[config.mk]
export PLATFORM = sky130hd
export DESIGN_NAME = prio_bus_arbiter
export DESIGN_NICKNAME = d
export VERILOG_FILES = /design/src/rtl/prio_arb_pkg.sv /design/src/rtl/prio_arb_pick.sv /design/src/rtl/prio_arb_yield.sv /design/src/rtl/prio_arb_owner.sv /design/src/rtl/prio_bus_arbiter.sv
export SDC_FILE = /design/constraint.sdc
export NUM_CORES = 1
export LEC_CHECK = 0
export BUFFER_PORTS_ARGS = -buffer_cell sky130_fd_sc_hd__buf_2
export CAP_MARGIN = 20
export CELL_PAD_IN_SITES_DETAIL_PLACEMENT = 0
export CELL_PAD_IN_SITES_GLOBAL_PLACEMENT = 1
export CORE_AREA = 2 2 39 41
export DETAILED_ROUTE_END_ITERATION = 6
export DIE_AREA = 0 0 41 43
export PLACE_DENSITY = 0.54
export SLEW_MARGIN = 0
export SYNTH_ARGS = -nofsm -noshare
export SYNTH_HDL_FRONTEND = slang
export SYNTH_SLANG_ARGS = --single-unit
export TNS_END_PERCENT = 5
[constraint.sdc]
create_clock -name clk -period 1.05 [get_ports clk]
set_clock_uncertainty 0.15 [all_clocks]
set_input_delay 0.315 -clock clk [delete_from_list [all_inputs] [get_ports clk]]
set_output_delay 0.315 -clock clk [all_outputs]
set_load 0.02 [all_outputs]
[src/rtl/prio_arb_pkg.sv]
package prio_arb_pkg;
  localparam int NUM_MASTERS = 3;
  localparam int OWNER_W = $clog2(NUM_MASTERS + 1);

  // Owner codes: 0 means the bus is in the hand-off gap.
  // Code i+1 stands for the master at grant index i.
  typedef enum logic [OWNER_W-1:0] {
    OWN_GAP  = 0,
    OWN_PROC = 1,
    OWN_XFER = 2,
    OWN_FIFO = 3
  } owner_e;
endpackage

[src/rtl/prio_arb_pick.sv]
module prio_arb_pick
  import prio_arb_pkg::*;
(
  input  logic   xfer_req,
  input  logic   fifo_req,
  output owner_e winner
);
  // Fixed priority: FIFO unit first, then controller, then processor.
  always_comb begin
    if (fifo_req)      winner = OWN_FIFO;
    else if (xfer_req) winner = OWN_XFER;
    else               winner = OWN_PROC;
  end
endmodule

[src/rtl/prio_arb_yield.sv]
module prio_arb_yield
  import prio_arb_pkg::*;
(
  input  owner_e owner,
  input  logic   proc_cyc_end,
  input  logic   proc_lw_split,
  input  logic   proc_sleep,
  input  logic   xfer_req,
  input  logic   xfer_cyc_end,
  input  logic   xfer_lw_split,
  input  logic   xfer_wide,
  input  logic   fifo_req,
  input  logic   fifo_done,
  output logic   yield
);
  logic proc_yield;
  logic xfer_yield;
  logic xfer_clean_edge;

  // The processor yields to the FIFO unit at any cycle end, even inside a
  // split longword. It yields to the controller only at a full boundary.
  // When it sleeps, it yields at once.
  always_comb begin
    proc_yield = 1'b0;
    if (proc_sleep && (fifo_req || xfer_req)) proc_yield = 1'b1;
    if (fifo_req && proc_cyc_end) proc_yield = 1'b1;
    if (xfer_req && proc_cyc_end && !proc_lw_split) proc_yield = 1'b1;
  end

  assign xfer_clean_edge = xfer_cyc_end && !xfer_lw_split && !xfer_wide;

  // The controller releases the bus when it stops requesting. The FIFO unit
  // may take it only at a boundary that is clean.
  always_comb begin
    xfer_yield = !xfer_req || (fifo_req && xfer_clean_edge);
  end

  always_comb begin
    unique case (owner)
      OWN_PROC: yield = proc_yield;
      OWN_XFER: yield = xfer_yield;
      OWN_FIFO: yield = fifo_done;
      default:  yield = 1'b1;
    endcase
  end
endmodule

[src/rtl/prio_arb_owner.sv]
module prio_arb_owner
  import prio_arb_pkg::*;
(
  input  logic                   clk,
  input  logic                   rst_n,
  input  logic                   yield,
  input  owner_e                 winner,
  input  logic                   proc_cyc_end,
  input  logic                   proc_lw_split,
  input  logic                   proc_sleep,
  input  logic                   xfer_req,
  input  logic                   xfer_cyc_end,
  input  logic                   xfer_lw_split,
  input  logic                   xfer_wide,
  input  logic                   fifo_req,
  input  logic                   fifo_done,
  output owner_e                 owner,
  output logic [NUM_MASTERS-1:0] gnt
);
  owner_e owner_nxt;

  always_comb begin
    if (owner == OWN_GAP) owner_nxt = winner;
    else if (yield)       owner_nxt = OWN_GAP;
    else                  owner_nxt = owner;
  end

  always_ff @(posedge clk or negedge rst_n) begin
    if (!rst_n) owner <= OWN_PROC;
    else        owner <= owner_nxt;
  end

  // One grant line per master, decoded from the owner code.
  for (genvar i = 0; i < NUM_MASTERS; i++) begin : g_gnt
    assign gnt[i] = (owner == owner_e'(i + 1));
  end

  // grants are exclusive, and each new owner follows an empty clock.
  p_onehot_r2: assert property (@(posedge clk) disable iff (!rst_n)
    $onehot0(gnt));
  p_gap_r2: assert property (@(posedge clk) disable iff (!rst_n)
    (|(gnt & ~$past(gnt))) |-> ($past(gnt) == '0));
  // the gap resolves by priority.
  p_pick_fifo_r3: assert property (@(posedge clk) disable iff (!rst_n)
    (gnt == '0 && fifo_req) |=> gnt[2]);
  p_pick_proc_r3: assert property (@(posedge clk) disable iff (!rst_n)
    (gnt == '0 && !fifo_req && !xfer_req) |=> gnt[0]);
  // a controller request cannot split the processor's longword.
  p_proc_split_r4: assert property (@(posedge clk) disable iff (!rst_n)
    (gnt[0] && !proc_sleep && !fifo_req && proc_lw_split) |=> gnt[0]);
  // an awake processor is never cut mid-cycle.
  p_proc_midcyc_r5: assert property (@(posedge clk) disable iff (!rst_n)
    (gnt[0] && !proc_sleep && !proc_cyc_end) |=> gnt[0]);
  // a sleeping processor gives up the bus at once.
  p_sleep_r6: assert property (@(posedge clk) disable iff (!rst_n)
    (gnt[0] && proc_sleep && (fifo_req || xfer_req)) |=> !gnt[0]);
  // the controller keeps the bus across any boundary that is not clean.
  p_xfer_hold_r7: assert property (@(posedge clk) disable iff (!rst_n)
    (gnt[1] && xfer_req && (xfer_wide || xfer_lw_split || !xfer_cyc_end))
    |=> gnt[1]);
  // the FIFO unit cannot be preempted.
  p_fifo_hold_r8: assert property (@(posedge clk) disable iff (!rst_n)
    (gnt[2] && !fifo_done) |=> gnt[2]);
  // a controller that stops requesting loses its grant.
  p_xfer_drop_r9: assert property (@(posedge clk) disable iff (!rst_n)
    (gnt[1] && !xfer_req) |=> !gnt[1]);
endmodule

[src/rtl/prio_bus_arbiter.sv]
module prio_bus_arbiter
  import prio_arb_pkg::*;
(
  input  logic clk,
  input  logic rst_n,
  input  logic proc_cyc_end,
  input  logic proc_lw_split,
  input  logic proc_sleep,
  input  logic xfer_req,
  input  logic xfer_cyc_end,
  input  logic xfer_lw_split,
  input  logic xfer_wide,
  input  logic fifo_req,
  input  logic fifo_done,
  output logic proc_gnt,
  output logic xfer_gnt,
  output logic fifo_gnt
);
  owner_e                 owner;
  owner_e                 winner;
  logic                   yield;
  logic [NUM_MASTERS-1:0] gnt;

  prio_arb_pick u_pick (
    .xfer_req (xfer_req),
    .fifo_req (fifo_req),
    .winner   (winner)
  );

  prio_arb_yield u_yield (
    .owner         (owner),
    .proc_cyc_end  (proc_cyc_end),
    .proc_lw_split (proc_lw_split),
    .proc_sleep    (proc_sleep),
    .xfer_req      (xfer_req),
    .xfer_cyc_end  (xfer_cyc_end),
    .xfer_lw_split (xfer_lw_split),
    .xfer_wide     (xfer_wide),
    .fifo_req      (fifo_req),
    .fifo_done     (fifo_done),
    .yield         (yield)
  );

  prio_arb_owner u_owner (
    .clk           (clk),
    .rst_n         (rst_n),
    .yield         (yield),
    .winner        (winner),
    .proc_cyc_end  (proc_cyc_end),
    .proc_lw_split (proc_lw_split),
    .proc_sleep    (proc_sleep),
    .xfer_req      (xfer_req),
    .xfer_cyc_end  (xfer_cyc_end),
    .xfer_lw_split (xfer_lw_split),
    .xfer_wide     (xfer_wide),
    .fifo_req      (fifo_req),
    .fifo_done     (fifo_done),
    .owner         (owner),
    .gnt           (gnt)
  );

  assign proc_gnt = gnt[0];
  assign xfer_gnt = gnt[1];
  assign fifo_gnt = gnt[2];
endmodule

* Word level (Yosys, flattened, before mapping)
Cells that the tools add are included.
** Word-level totals
- Register bits :: 2
- Bits of input ports :: 11
- Logic and storage cells :: 27
** Cells by class
- Eq/ne operators :: 3
- Multiplexer cells :: 8
- Reduce and logical (&&, ||, !) cells :: 15
** Operator list (number)
- 2-bit 2-to-1 mux :: 4
- 1-bit logical AND :: 7
- 2-bit == test, second input constant :: 2
- 1-bit zero test :: 4
- 1-bit 2-to-1 mux :: 3
- 1-bit one-hot mux with 3 select lines :: 1
- 2-bit by 1-bit == test with 1-bit output, second input constant :: 1
- 2-bit zero test :: 1
- 1-bit logical OR :: 2
- 2-bit nonzero test :: 1

* Logic depth before layout (Yosys ltp)
- Depth in word-level cells :: 8
- Gate-level depth with buffers :: 3

* Hierarchy
A second synthesis with hierarchy kept.
** Unflattened totals
- Cell total of the unflattened synthesis :: 18
- Area, all modules :: 167.7 um^2
** Modules (own cells, without submodules)
- prio_arb_owner :: instances 1, cells each 9, area an instance 96.3 um^2
- prio_arb_yield :: instances 1, cells each 7, area an instance 58.8 um^2
- prio_arb_pick :: instances 1, cells each 2, area an instance 12.5 um^2

* Worst setup path after synthesis
OpenSTA, ideal clock, no wires.
- Path kind :: flip-flop to output port
- Start point :: register u_owner.owner[0]
- End point :: output port fifo_gnt
- Arrival :: 0.748 ns
- Required time :: 0.585 ns
- Slack :: -0.163 ns
- Stages on the path, launching flop included :: 3
- Path through :: dfstp_2 nand2_1 inv_1
** Between the ends
- Word-level cells in the longest chain between the ends :: 1
** RTL lines
- start: declaration :: RTL line prio_arb_owner.sv:17 : output owner_e owner,
- start signal: assignment :: RTL line prio_arb_owner.sv:30 : else owner <= owner_nxt;
- 2-bit == test :: RTL line prio_arb_owner.sv:35 : assign gnt[i] = (owner == owner_e'(i + 1));
- end: declaration :: RTL line prio_bus_arbiter.sv:17 : output logic fifo_gnt
Every way passes these cells.

* Worst setup path in the final report
- Start point :: register u_owner.owner[0]
- End point :: output port proc_gnt
** Between the ends
- Word-level cells in the longest chain between the ends :: 1
** RTL lines
- 2-bit by 1-bit == test with 1-bit output :: RTL line prio_arb_owner.sv:35
- end: declaration :: RTL line prio_bus_arbiter.sv:15 : output logic proc_gnt,
Every way passes these cells.

==> reports/qor.csv <==
metric;value;unit
outcome;complete, but fails checks;
violations;setup timing;
fmax;667;MHz
worst_pin_slew;0.137;ns
cp-start-kind;flop;
numCtsBuffers;3;
setup_violations;5;
yosys.area.top_type_share;18.4;%
yosys-top-cells-area;dfstp_2, dfrtp_1, o22ai_1, inv_1, mux2_1;
yosysMostFrequentCell;inv_1;
via_count;227;
ys_seq_area_share;36.0;%
clock_latency;0.23;ns
clk_pin_slew_worst_paths;0.04;ns
max_stage_delay;0.54;ns
worstPathCellList;and2b_2 > buf_6;
fp.dieW;41;um
ctsRootBufferMaster;clkbuf_4;
synth-edff-count;0;
use_met2;6.88;%
power.density;2620;mW/mm^2
num_antenna_cells;0;
gr-max-usage-layer;met1;
sw_frac_of_total;34.3;%
regMostFlops;u_owner.owner;
top_regs;u_owner.owner: 2 flops;
layout_setup_ws;-0.449;ns
coreArea;0.00138;mm^2
post-route-drc-count;0;
cp_max_fo;4;
slew_violations;0;
path_class;reg2out;
cts_buffer_depth;2;
initial_utilization;10.3;%
num_io_pins;14;
met1_usage;11.5;%
grt_util_all_layers;8.22;%
ys.flop_type;dfstp_2;
postSynthAreaPerCell;8.91;um^2
grt_pass1_vias;195;
pwr-share-clk;22.3;%
drt_first_pass_iters;4;
power.total;864;uW
row_count;14;
min_period_over_period;143;%
clock-sinks;2;
leakagePower;0.177;nW
die_area;0.00176;mm^2
syn_inst;16;
wl_per_cell;9.89;um
antenna_found_initial;0;
vias_per_cell;4.05;
yosys-top-cells-count;inv_1, o22ai_1;
grt_pass1_wl;855;um
die_h;43;um
end_kind;output port;
place.gp.congestion;0.685;
synth_seq_cells;2;
cp_slowest_cell;dfstp_2;
syn-cell-area;143;um^2
grt_overflow_total;0;
worstPathRequired;0.58;ns
netSwitchingPower;297;uW
critPathArrivalTime;1.03;ns
port_buffers;13;
dp_slack;-0.248;ns
cap_violations;0;
area_growth;132;%
hold_class;in2reg;
syn-num-nets;27;
yosysWarningCount;0;
rsz0062_at_grt;yes;
period_needed;1.50;ns
max_slew_margin;90.8;%
first_iter_violations;8;
yosysTopAreaCell;dfstp_2;
cts_tree;built;
vdd_drop_max;0.577;mV
synth_cell_types;13;
routed_wl;554;um
dp_hpwl;446;um
p_comb_share;58.3;%
cts_max_level;1;
p_seq_share;19.4;%
hold_viol;0;
drive_gt1_share;70.0;%
final_nets;52;
grtUsageMet3;7.85;%
postRouteAntennaNets;0;
largest_reg_flops;2;
grt_max_degree;5;
cell_internal_pwr;567;uW
synthArstFlopShare;100;%
==> what timing repair did <==
item	4_1_cts	5_1_grt
setup endpoints to repair	5	5
hold endpoints to repair	2	0
resized for setup	3	3
hold buffers	1	0
buffers inserted	0	1
==> kinds of logic (layout without fill, tap and decap cells) <==
family,Yosys count,in the layout,share of synthesized area [%]
AOI/OAI and AO/OA,5,5,24.6
and+or+nand+nor,5,5,23.7
buffers and inverters,3,27,7.89
DFF,2,2,36.0
muxes,1,1,7.89
==> final cells by class <==
class / instances / area, um^2
well taps: 16 / 20.0
fillers: 159 / 1050
multi-input cells: 11 / 90.1
clock buffers: 4 / 26.3
repair buffers: 20 / 131
inverters: 3 / 11.3
flip-flops and latches: 2 / 51.3
==> path summary, 6_finish.rpt <==
check / start / end / slack, ns / cells after the start
setup / recovery: u_owner.owner[0] / proc_gnt / -0.45 / 2
hold / removal: fifo_done / u_owner.owner[1] / 0.17 / 2
setup reg to reg: u_owner.owner[0] / u_owner.owner[0] / -0.23 / 4
hold reg to reg: u_owner.owner[0] / u_owner.owner[1] / 0.50 / 2
max in group asynchronous: rst_n / u_owner.owner[0] / 0.30 / 2
min in group asynchronous: rst_n / u_owner.owner[1] / 0.26 / 2
==> critical path, delay by kind of cell, from the launching register on <==
kind,cells,cell delay (ns)
simple gates,1,0.16
buf+inv,1,0.11
flops,1,0.54
==> per-layer routing <==
metal / part of all wire [%] / wire length (um)
met5: 0 / 0
met4: 0 / 0
met3: 19 / 104
met2: 29 / 162
met1: 52 / 286
==> power by group through the flow <==
stage	Clock [mW]	Sequential, mW	Combinational, mW
after floorplan	0	0.165	0.213
after global placement	0	0.165	0.404
after detailed placement	0	0.168	0.400
after CTS	0.205	0.167	0.440
after global routing	0.226	0.175	0.543
final	0.192	0.168	0.504
==> layout by cell type, fill, tap and decap left out, types with 2 or more instances in the layout <==
| cell | instances |
|---|---|
| clkbuf_4 | 3 |
| inv_1 | 2 |
| buf_4 | 8 |
| buf_2 | 10 |
==> stage by stage <==
| step | cells | setup TNS [ns] | instance area (um^2) | hold slack [ns] | util [%] |
|---|---|---|---|---|---|
| 2_1_floorplan | 16 | -0.496 | 143 | -0.131 | - |
| 3_3_place_gp | 50 | -0.963 | 265 | -0.0470 | 19.2 |
| 3_5_place_dp | 50 | -0.969 | 265 | -0.0491 | 19.2 |
| 4_1_cts | 55 | -1.61 | 310 | 0.149 | 22.4 |
| 5_1_grt | 56 | -1.80 | 330 | 0.155 | 23.9 |
| 6_report | 56 | -1.57 | 330 | 0.169 | 23.9 |
No activity file was read; power rests on OpenSTA's default activity.
